$ cat src/rtl/vrt_pkg.sv
package vrt_pkg;

   // bit position where the row field of the position word starts
   localparam int POS_ROW_LSB  = 16;
   // bit position where the height field of the size word starts
   localparam int SIZE_HGT_LSB = 16;

   typedef enum logic [2:0] {
      RP_IDLE,
      RP_FETCH_A,
      RP_FETCH_B,
      RP_CATCH_B,
      RP_CATCH_A,
      RP_SHOW
   } rd_phase_e;

endpackage

$ cat src/rtl/vrt_walker.sv
module vrt_walker #(
   parameter int X_BITS = 10,
   parameter int Y_BITS = 9,
   parameter int LEN_W  = 16
) (
   input  logic                     clk,
   input  logic                     rst_n,
   input  logic                     load,
   input  logic [X_BITS-1:0]        ld_col,
   input  logic [Y_BITS-1:0]        ld_row,
   input  logic [LEN_W-1:0]         ld_wid,
   input  logic [LEN_W-1:0]         ld_hgt,
   input  logic                     step,
   output logic [X_BITS+Y_BITS-1:0] addr,
   output logic                     active,
   output logic                     last
);
   localparam logic [LEN_W-1:0] ONE = LEN_W'(1);

   logic [X_BITS-1:0] col_q;
   logic [Y_BITS-1:0] row_q;
   logic [LEN_W-1:0]  wid_q, rows_q, ofs_q;
   logic [X_BITS-1:0] cur_col;
   logic              row_end;

   assign cur_col = col_q + ofs_q[X_BITS-1:0];
   assign addr    = {row_q, cur_col};
   assign row_end = (ofs_q + ONE) == wid_q;
   assign active  = rows_q != '0;
   assign last    = active && (rows_q == ONE) && row_end;

   always_ff @(posedge clk) begin
      if (!rst_n) begin
         col_q  <= '0;
         row_q  <= '0;
         wid_q  <= '0;
         rows_q <= '0;
         ofs_q  <= '0;
      end else if (load) begin
         col_q  <= ld_col;
         row_q  <= ld_row;
         wid_q  <= ld_wid;
         rows_q <= (ld_wid == '0) ? '0 : ld_hgt;
         ofs_q  <= '0;
      end else if (step && active) begin
         if (row_end) begin
            ofs_q  <= '0;
            row_q  <= row_q + 1'b1;
            rows_q <= rows_q - ONE;
         end else begin
            ofs_q  <= ofs_q + ONE;
         end
      end
   end
endmodule

$ cat src/rtl/vrt_unpack.sv
module vrt_unpack #(
   parameter int PIX_W    = 16,
   parameter bit LO_FIRST = 1'b1
) (
   input  logic               clk,
   input  logic               rst_n,
   input  logic               clr,
   input  logic               en,
   input  logic               walk_last,
   input  logic               in_valid,
   input  logic [2*PIX_W-1:0] in_data,
   output logic               in_ready,
   output logic               wr_en,
   output logic [PIX_W-1:0]   wr_pix,
   output logic               step,
   output logic               fin
);
   logic [PIX_W-1:0] first_pix, second_pix, hold_q;
   logic             pend_q, take;

   generate
      if (LO_FIRST) begin : g_lo_first
         assign first_pix  = in_data[PIX_W-1:0];
         assign second_pix = in_data[2*PIX_W-1:PIX_W];
      end else begin : g_hi_first
         assign first_pix  = in_data[2*PIX_W-1:PIX_W];
         assign second_pix = in_data[PIX_W-1:0];
      end
   endgenerate

   assign in_ready = en && !pend_q;
   assign take     = in_valid && in_ready;

   always_comb begin
      wr_en  = pend_q || take;
      wr_pix = pend_q ? hold_q : first_pix;
      step   = wr_en;
      fin    = wr_en && walk_last;
   end

   always_ff @(posedge clk) begin
      if (!rst_n) begin
         pend_q <= 1'b0;
         hold_q <= '0;
      end else if (clr) begin
         pend_q <= 1'b0;
      end else if (take && !walk_last) begin
         pend_q <= 1'b1;
         hold_q <= second_pix;
      end else if (pend_q) begin
         pend_q <= 1'b0;
      end
   end
endmodule

$ cat src/rtl/vrt_pack.sv
module vrt_pack
   import vrt_pkg::*;
#(
   parameter int PIX_W    = 16,
   parameter bit LO_FIRST = 1'b1
) (
   input  logic               clk,
   input  logic               rst_n,
   input  logic               clr,
   input  logic               kick,
   input  logic               walk_active,
   input  logic               walk_last,
   input  logic [PIX_W-1:0]   rd_pix,
   input  logic               out_ready,
   output logic               rd_en,
   output logic               step,
   output logic               out_valid,
   output logic [2*PIX_W-1:0] out_data,
   output logic               fin,
   output logic               pend
);
   rd_phase_e        ph_q;
   logic [PIX_W-1:0] pa_q, pb_q;

   assign rd_en     = (ph_q == RP_FETCH_A) || (ph_q == RP_FETCH_B);
   assign step      = rd_en;
   assign out_valid = ph_q == RP_SHOW;
   assign fin       = out_valid && out_ready && !walk_active;
   assign pend      = ph_q != RP_IDLE;

   generate
      if (LO_FIRST) begin : g_lo_first
         assign out_data = {pb_q, pa_q};
      end else begin : g_hi_first
         assign out_data = {pa_q, pb_q};
      end
   endgenerate

   always_ff @(posedge clk) begin
      if (!rst_n) begin
         ph_q <= RP_IDLE;
         pa_q <= '0;
         pb_q <= '0;
      end else if (clr) begin
         ph_q <= kick ? RP_FETCH_A : RP_IDLE;
      end else begin
         case (ph_q)
            RP_FETCH_A: ph_q <= walk_last ? RP_CATCH_A : RP_FETCH_B;
            RP_FETCH_B: begin
               pa_q <= rd_pix;
               ph_q <= RP_CATCH_B;
            end
            RP_CATCH_B: begin
               pb_q <= rd_pix;
               ph_q <= RP_SHOW;
            end
            RP_CATCH_A: begin
               pa_q <= rd_pix;
               pb_q <= '0;
               ph_q <= RP_SHOW;
            end
            RP_SHOW: if (out_ready) ph_q <= walk_active ? RP_FETCH_A : RP_IDLE;
            default: ph_q <= RP_IDLE;
         endcase
      end
   end
endmodule

$ cat src/rtl/vram_xfer_engine.sv
module vram_xfer_engine
   import vrt_pkg::*;
#(
   parameter int X_BITS   = 10,
   parameter int Y_BITS   = 9,
   parameter int LEN_W    = 16,
   parameter int PIX_W    = 16,
   parameter bit LO_FIRST = 1'b1
) (
   input  logic                     clk,
   input  logic                     rst_n,
   input  logic                     start,
   input  logic [31:0]              start_pos,
   input  logic [31:0]              start_size,
   input  logic                     start_read,
   input  logic                     in_valid,
   input  logic [2*PIX_W-1:0]       in_data,
   output logic                     in_ready,
   output logic                     out_valid,
   output logic [2*PIX_W-1:0]       out_data,
   input  logic                     out_ready,
   output logic                     mem_we,
   output logic                     mem_re,
   output logic [X_BITS+Y_BITS-1:0] mem_addr,
   output logic [PIX_W-1:0]         mem_wdata,
   input  logic [PIX_W-1:0]         mem_rdata,
   output logic                     busy,
   output logic                     img_ready,
   output logic                     done
);
   generate
      if (X_BITS < 1 || X_BITS > POS_ROW_LSB || Y_BITS < 1 || Y_BITS > 32 - POS_ROW_LSB) begin : g_bad_pos
         $error("vram_xfer_engine: position field widths do not fit the position word");
      end
      if (LEN_W < X_BITS || LEN_W > SIZE_HGT_LSB) begin : g_bad_len
         $error("vram_xfer_engine: LEN_W must cover X_BITS and fit the size word");
      end
      if (PIX_W < 1) begin : g_bad_pix
         $error("vram_xfer_engine: PIX_W must be positive");
      end
   endgenerate

   logic [LEN_W-1:0] ld_wid, ld_hgt;
   logic             empty, kick, rd_mode_q, done_q, img_q;
   logic             walk_active, walk_last, step;
   logic             wr_step, wr_fin, rd_step, rd_fin, rd_pend;
   logic             unused_fields;

   assign ld_wid        = start_size[LEN_W-1:0];
   assign ld_hgt        = start_size[SIZE_HGT_LSB +: LEN_W];
   assign empty         = (ld_wid == '0) || (ld_hgt == '0);
   assign kick          = start && start_read && !empty;
   assign step          = wr_step || rd_step;
   assign unused_fields = ^{start_pos, start_size};

   vrt_walker #(.X_BITS(X_BITS), .Y_BITS(Y_BITS), .LEN_W(LEN_W)) u_walk (
      .clk    (clk),
      .rst_n  (rst_n),
      .load   (start),
      .ld_col (start_pos[X_BITS-1:0]),
      .ld_row (start_pos[POS_ROW_LSB +: Y_BITS]),
      .ld_wid (ld_wid),
      .ld_hgt (ld_hgt),
      .step   (step),
      .addr   (mem_addr),
      .active (walk_active),
      .last   (walk_last)
   );

   vrt_unpack #(.PIX_W(PIX_W), .LO_FIRST(LO_FIRST)) u_unpack (
      .clk       (clk),
      .rst_n     (rst_n),
      .clr       (start),
      .en        (walk_active && !rd_mode_q),
      .walk_last (walk_last),
      .in_valid  (in_valid),
      .in_data   (in_data),
      .in_ready  (in_ready),
      .wr_en     (mem_we),
      .wr_pix    (mem_wdata),
      .step      (wr_step),
      .fin       (wr_fin)
   );

   vrt_pack #(.PIX_W(PIX_W), .LO_FIRST(LO_FIRST)) u_pack (
      .clk         (clk),
      .rst_n       (rst_n),
      .clr         (start),
      .kick        (kick),
      .walk_active (walk_active),
      .walk_last   (walk_last),
      .rd_pix      (mem_rdata),
      .out_ready   (out_ready),
      .rd_en       (mem_re),
      .step        (rd_step),
      .out_valid   (out_valid),
      .out_data    (out_data),
      .fin         (rd_fin),
      .pend        (rd_pend)
   );

   always_ff @(posedge clk) begin
      if (!rst_n) begin
         rd_mode_q <= 1'b0;
         done_q    <= 1'b0;
         img_q     <= 1'b0;
      end else begin
         done_q <= wr_fin || rd_fin || (start && empty);
         if (start) begin
            rd_mode_q <= start_read;
            img_q     <= kick;
         end else if (rd_fin) begin
            img_q     <= 1'b0;
         end
      end
   end

   assign busy      = walk_active || rd_pend;
   assign img_ready = img_q;
   assign done      = done_q;
endmodule

$ cat config.mk
export PLATFORM = sky130hd
export DESIGN_NAME = vram_xfer_engine
export DESIGN_NICKNAME = d
export VERILOG_FILES = /design/src/rtl/vrt_pkg.sv /design/src/rtl/vrt_walker.sv /design/src/rtl/vrt_unpack.sv /design/src/rtl/vrt_pack.sv /design/src/rtl/vram_xfer_engine.sv
export SDC_FILE = /design/constraint.sdc
export NUM_CORES = 1
export LEC_CHECK = 0
export ABC_AREA = 1
export CAP_MARGIN = 0
export CORE_ASPECT_RATIO = 0.75
export CORE_MARGIN = 4
export CORE_UTILIZATION = 49
export CTS_CLUSTER_SIZE = 14
export DETAILED_ROUTE_END_ITERATION = 7
export HOLD_SLACK_MARGIN = 0.05
export PLACE_DENSITY = 0.88
export SYNTH_ARGS = -nofsm -noshare
export SYNTH_HDL_FRONTEND = slang
export SYNTH_SLANG_ARGS = --single-unit
$ cat constraint.sdc
create_clock -name clk -period 2.95 [get_ports clk]
set_input_delay 0.295 -clock clk [delete_from_list [all_inputs] [get_ports clk]]
set_output_delay 0.295 -clock clk [all_outputs]
set_load 0.02 [all_outputs]
---- Word level (Yosys, flattened, before mapping) ----
Cells that the tools add are included.
storage, ports and cells
  flip-flop bits (word level) ............. 122
  bits in latches ......................... 0
  bits in writable memories ............... 0
  bits in read-only memories .............. 0
  output and inout bits ................... 74
  word-level logic and storage cells ...... 86
  memories kept ........................... 0
operators by class
  add/sub/neg operators ................... 4
  multiply operators ...................... 0
  div/mod/pow operators ................... 0
  $lt $le $gt $ge ......................... 0
  equal/unequal tests ..................... 8
  shifts and indexed selects .............. 0
  muxes and demuxes ....................... 19
  bitwise operators ....................... 2
  reduce and logical (&&, ||, !) cells .... 40
operators by type and width
  operator               count
  $mux 16                6
  $logic_not 16->1       2
  $pmux 16 s2            1
  $mux 9                 3
  $add 16x1->16 const B  1
  $eq 16x1->1 const B    1
  $eq 16x16->1           1
  $reduce_bool 16->1     1
  $sub 16x1->16 const B  1
  $logic_and 1x1->1      13
  $pmux 3 s4             1
  $add 10x10->10         1
  $add 9x1->9 const B    1
  $mux 3                 3
  $reduce_and 2->1       4
  $reduce_bool 2->1      4
  $logic_or 1x1->1       7
  $eq 3x2->1 const B     2
  $eq 3x3->1 const B     2
  $reduce_or 2->1        3
  $logic_not 1->1        5
  $mux 1                 5
  $eq 3x1->1 const B     1
  $ne 3x3->1 const B     1
  2 further kinds        3

---- Longest topological paths before layout ----
  depth after elaboration ................. 9
  mapped depth ............................ 18
  mapped depth without buffers ............ 16

---- Hierarchy ----
From an unflattened synthesis, not the netlist that was laid out.
unflattened totals
  cell total of the unflattened synthesis .. 1167
  area total of the unflattened synthesis .. 7329.5 sq um
modules (own cells, without submodules)
  module            instances  cells each  area an instance (sq um)
  vrt_walker        1          727         4483.0
  vrt_pack          1          223         1570.3
  vrt_unpack        1          166         1019.7
  vram_xfer_engine  1          51          256.5

---- Worst setup path before layout ----
Ideal clock, no wire load.
  kind .................................... reg2out
  from .................................... register u_walk.ofs_q[0]
  to ...................................... output port mem_addr[8]
  arrival ................................. 2.026 ns
  required time ........................... 2.655 ns
  setup slack ............................. 0.629 ns
  cell stages (with the launch flop) ...... 12
  buffers on the path ..................... 0
  cell sequence ........................... dfxtp_1 -> ha_1 -> inv_1 -> fa_1 -> o21ai_0 -> a21o_1 -> a21oi_1 -> inv_1 -> a21oi_1 -> nor2_1 -> nor2_1 -> xor2_1
on the way
  word-level cells in the longest chain between the ends .. 1
ends and longest elaborated chain
  what                    RTL line                text
  from (decl)             vrt_walker.sv:22        logic [LEN_W-1:0] wid_q, rows_q, ofs_q;
  from (signal assigned)  vrt_walker.sv:51        ofs_q <= ofs_q + ONE;
  $add 10x10->10          vrt_walker.sv:26        assign cur_col = col_q + ofs_q[X_BITS-1:0];
  to (decl)               vram_xfer_engine.sv:24  output logic [X_BITS+Y_BITS-1:0] mem_addr,
No other way between the ends.

---- Final worst setup path ----
  from .................................... register u_walk.rows_q[0]
  to ...................................... output port busy
on the way
  word-level cells in the longest chain between the ends .. 2
ends and longest elaborated chain
  what                    RTL line                 text
  from (decl)             vrt_walker.sv:22
  from (signal assigned)  vrt_walker.sv:43         rows_q <= (ld_wid == '0) ? '0 : ld_hgt;
  from (signal assigned)  vrt_walker.sv:49         rows_q <= rows_q - ONE;
  $reduce_bool 16->1      vrt_walker.sv:29         assign active = rows_q != '0;
  $logic_or 1x1->1        vram_xfer_engine.sv:118  assign busy = walk_active || rd_pend;
  to (decl)               vram_xfer_engine.sv:27   output logic busy,
No other way between the ends.

==> impl_metrics.env <==
export IMPL_final_seq_area_sq_um=2440
export IMPL_grt_pass1_vias=7141
export IMPL_die_width_um=145
export IMPL_top_level_ports=192
export IMPL_cts_tree="yes"
export IMPL_worst_setup_path_end_kind="primary output"
export IMPL_grt_first_pass_wirelength_um=33900
export IMPL_critPathKind="flop to primary output"
export IMPL_nets=1356
export IMPL_grt_antenna_before_repair=0
export IMPL_synthesis_instances=1055
export IMPL_synth_seq_area_share=0.355
export IMPL_detail_route_first_pass_iterations=6
export IMPL_wl_per_cell_um=14.7
export IMPL_worst_clock_skew_ps=7.07
export IMPL_global_route_overflow_total=0
export IMPL_clkLatencyLatePin_ps=420
export IMPL_ctsHtreeMaxLevel=4
export IMPL_design_die_area_sq_um=16000
export IMPL_critical_path_max_stage_delay_ps=570
export IMPL_worst_hold_path_type="primary input to flop"
export IMPL_worst_path_max_delay_cell="sky130_fd_sc_hd__clkdlybuf4s50_1"
export IMPL_power_leakage_nw=3.95
export IMPL_period_share=0.946
export IMPL_cap_viol_max_count=0
export IMPL_critical_path_startpoint="u_walk.rows_q[0]$_SDFFE_PN0P_"
export IMPL_post_synth_instance_area_sq_um=6880
export IMPL_final_hold_violation_count=0
export IMPL_place_gp_congestion=0.950
export IMPL_fraction_of_registers_with_async_set_or_reset_after_synthesis=0
export IMPL_route_final_wire_length_um=20800
export IMPL_drive_gt1_frac=0.0897
export IMPL_yosysUniqueCellTypes=48
export IMPL_synth_area_per_cell_sq_um=6.52
export IMPL_gr_usage_all_layers=0.256
export IMPL_post_cts_setup_buffers=0
export IMPL_cp_data_required_time_ps=2650
export IMPL_fillers=1137
export IMPL_synth_enable_flop_cells=0
export IMPL_place_hpwl_um=14600
export IMPL_multiInputGateArea_sq_um=3880
export IMPL_rows=37
export IMPL_cts_root_buffer="sky130_fd_sc_hd__clkbuf_16"
export IMPL_power_per_cell_area_nw_per_um2=526
export IMPL_crit_reg2reg_launch="u_walk.rows_q[0]$_SDFFE_PN0P_"
export IMPL_post_route_cell_area_sq_um=9470
export IMPL_max_clock_freq_ghz=0.358
export IMPL_postSynthNetCount=1187
export IMPL_hold_start="rst_n"
export IMPL_grt_setup_unrepaired="no"
export IMPL_detail_route_drc_violations=0
export IMPL_outcome="completed"
export IMPL_postSynth_topFlopCell="sky130_fd_sc_hd__dfxtp_1"
export IMPL_vdd_drop_max_uv=436
export IMPL_crit_path_cell_trace="inv_1 -> ha_1 -> nand2_1 -> nor2_4 -> nand3_1 -> nor2_4 -> nand4_1 -> clkdlybuf4s50_1"
export IMPL_cts_buffers=17
export IMPL_start_util=0.500
export IMPL_clock_sink_count=122
export IMPL_cp_start_kind="flop"
export IMPL_worst_endpoint_arrival_ps=2500
export IMPL_hold_buffers=0
export IMPL_pin_count_of_the_biggest_net_entering_global_routing=69
export IMPL_clock_path_buffers=2
export IMPL_vias_per_cell=5.43
export IMPL_clk_pin_slew_worst_paths_ps=60
export IMPL_final_core_utilization=0.689
export IMPL_worst_path_fanout_max=6
export IMPL_setup_viol=0
export IMPL_yosys_warnings=0
export IMPL_placed_cell_area_sq_um=8800
export IMPL_ys_seq_elements=122
export IMPL_num_vias=7663
export IMPL_area_growth_pct=37.8
export IMPL_core_area_sq_um=13700
export IMPL_post_cts_resize_count=7
export IMPL_antenna_diode_count=0
export IMPL_finalWorstPathRequiredPeriod_ps=2790
export IMPL_timing_worst_slew_pin_value_ps=692
export IMPL_ant_nets=0
export IMPL_die_height_um=111
export IMPL_totalNegativeSetupSlack_ps=0
export IMPL_dr_first_iter_drc_count=613
export IMPL_portBuffers=178
export IMPL_max_slew_violation_count=0
export IMPL_worst_path_most_repeated_cell="sky130_fd_sc_hd__nor2_4"
export IMPL_maxSlewHeadroom=0.533
-- critical path: cells and delay by family, from the launching register on --
| kind | cells | cell delay (ps) |
|---|---|---|
| fa+ha+maj | 1 | 190 |
| buf+inv | 2 | 660 |
| flops | 1 | 360 |
| simple gates | 5 | 870 |
-- layout by cell type (no fill, tap or decap), drive strengths merged, types with 3 or more instances in the layout --
master / synthesis / routed
clkinv: 3 / 4
nand4: 17 / 17
nand3: 105 / 105
nand3b: 6 / 6
clkbuf: 33 / 18
dfxtp: 122 / 122
nor4: 5 / 5
ha: 13 / 13
xor2: 11 / 11
clkdlybuf4s50: 0 / 173
nor2: 162 / 162
nor3: 7 / 7
a21oi: 93 / 93
bufinv: 0 / 3
xnor2: 5 / 5
inv: 101 / 111
o22ai: 5 / 5
nand2: 250 / 250
buf: 14 / 20
or2: 3 / 3
o21ai: 86 / 86
-- final timing paths --
| check | endpoint | slack, ps | depth (start not counted) |
|---|---|---|---|
| max | busy | 160 | 8 |
| min | u_pack.pb_q[11]$_SDFFE_PN0P_ | 440 | 3 |
| max reg2reg | u_walk.row_q[3]$_SDFFE_PN0P_ | 310 | 14 |
| min reg2reg | u_pack.pb_q[3]$_SDFFE_PN0P_ | 470 | 2 |
-- routing by layer --
| layer | up-vias | wire [um] | track usage |
|---|---|---|---|
| met5 | - | 0 | 0 |
| met4 | 0 | 381 | 0.0771 |
| met3 | 33 | 1570 | 0.0472 |
| met2 | 349 | 9570 | 0.406 |
| met1 | 3492 | 9240 | 0.351 |
| li1 | 3789 | - | - |
-- power by group --
part           total, mW  switching [mW]  internal [mW]
registers           1.82          0.0786           1.74
logic              0.950           0.528          0.423
clock network       2.22           0.850           1.37
-- cells by family after synthesis --
| kind of cell | count (synthesis) | share of synthesized area |
|---|---|---|
| AO/OA/AOI/OAI | 195 | 0.156 |
| XOR/XNOR | 16 | 0.0204 |
| adder cells (fa/ha/maj) | 14 | 0.0266 |
| buffers and inverters | 151 | 0.0881 |
| flip-flops | 122 | 0.355 |
| AND/OR/NAND/NOR | 557 | 0.353 |
-- synth_stat cells, types with 2 or more instances --
master	number	area, sq um
sky130_fd_sc_hd__dfxtp_1	122	2440
sky130_fd_sc_hd__clkinv_1	3	11.3
sky130_fd_sc_hd__a21oi_2	13	114
sky130_fd_sc_hd__nor4_1	5	31.3
sky130_fd_sc_hd__nand2_2	14	87.6
sky130_fd_sc_hd__buf_6	2	22.5
sky130_fd_sc_hd__nor3_1	7	35.0
sky130_fd_sc_hd__nand3_1	103	515
sky130_fd_sc_hd__or2_2	3	18.8
sky130_fd_sc_hd__ha_1	13	163
sky130_fd_sc_hd__o22ai_1	5	31.3
sky130_fd_sc_hd__xnor2_1	5	43.8
sky130_fd_sc_hd__nor2_1	151	567
sky130_fd_sc_hd__nand3b_1	6	45.0
sky130_fd_sc_hd__inv_1	97	364
sky130_fd_sc_hd__o21ai_0	83	415
sky130_fd_sc_hd__inv_2	4	15.0
sky130_fd_sc_hd__buf_2	6	30.0
sky130_fd_sc_hd__nor2_2	7	43.8
sky130_fd_sc_hd__a21oi_1	80	400
sky130_fd_sc_hd__o21ai_2	2	17.5
sky130_fd_sc_hd__nand4_1	17	106
sky130_fd_sc_hd__nor2_4	4	45.0
sky130_fd_sc_hd__nand2_1	235	882
sky130_fd_sc_hd__clkbuf_1	32	120
sky130_fd_sc_hd__buf_1	4	15.0
sky130_fd_sc_hd__xor2_1	11	96.3
-- through the flow --
step	hold WS [ps]	total power, mW	setup WS [ps]	cells
floorplan	430	2.39	629	1055
global placement	454	2.75	195	1380
detailed placement	458	2.77	120	1380
CTS	449	4.99	22.7	1412
global route	485	5.19	3.17	1412
finish	440	4.98	159	1412
-- flip-flops by register name, indices dropped and copies added, names as in the netlist --
register,count
u_walk.ofs_q,16
img_ready,1
u_walk.row_q,9
u_pack.pb_q,16
u_walk.wid_q,16
u_unpack.pend_q,1
u_walk.rows_q,16
rd_mode_q,1
u_pack.ph_q,3
done,1
u_walk.col_q,10
u_unpack.hold_q,16
u_pack.pa_q,16
-- cell type report --
class / count / area share
clock buffer: 17 / 0.0449
clock inverter: 15 / 0.0213
inverter: 104 / 0.0412
multi-input combinational: 782 / 0.409
sequential: 122 / 0.258
tap: 175 / 0.0231
timing repair buffer: 197 / 0.202
(Power assumes the default switching activity.)
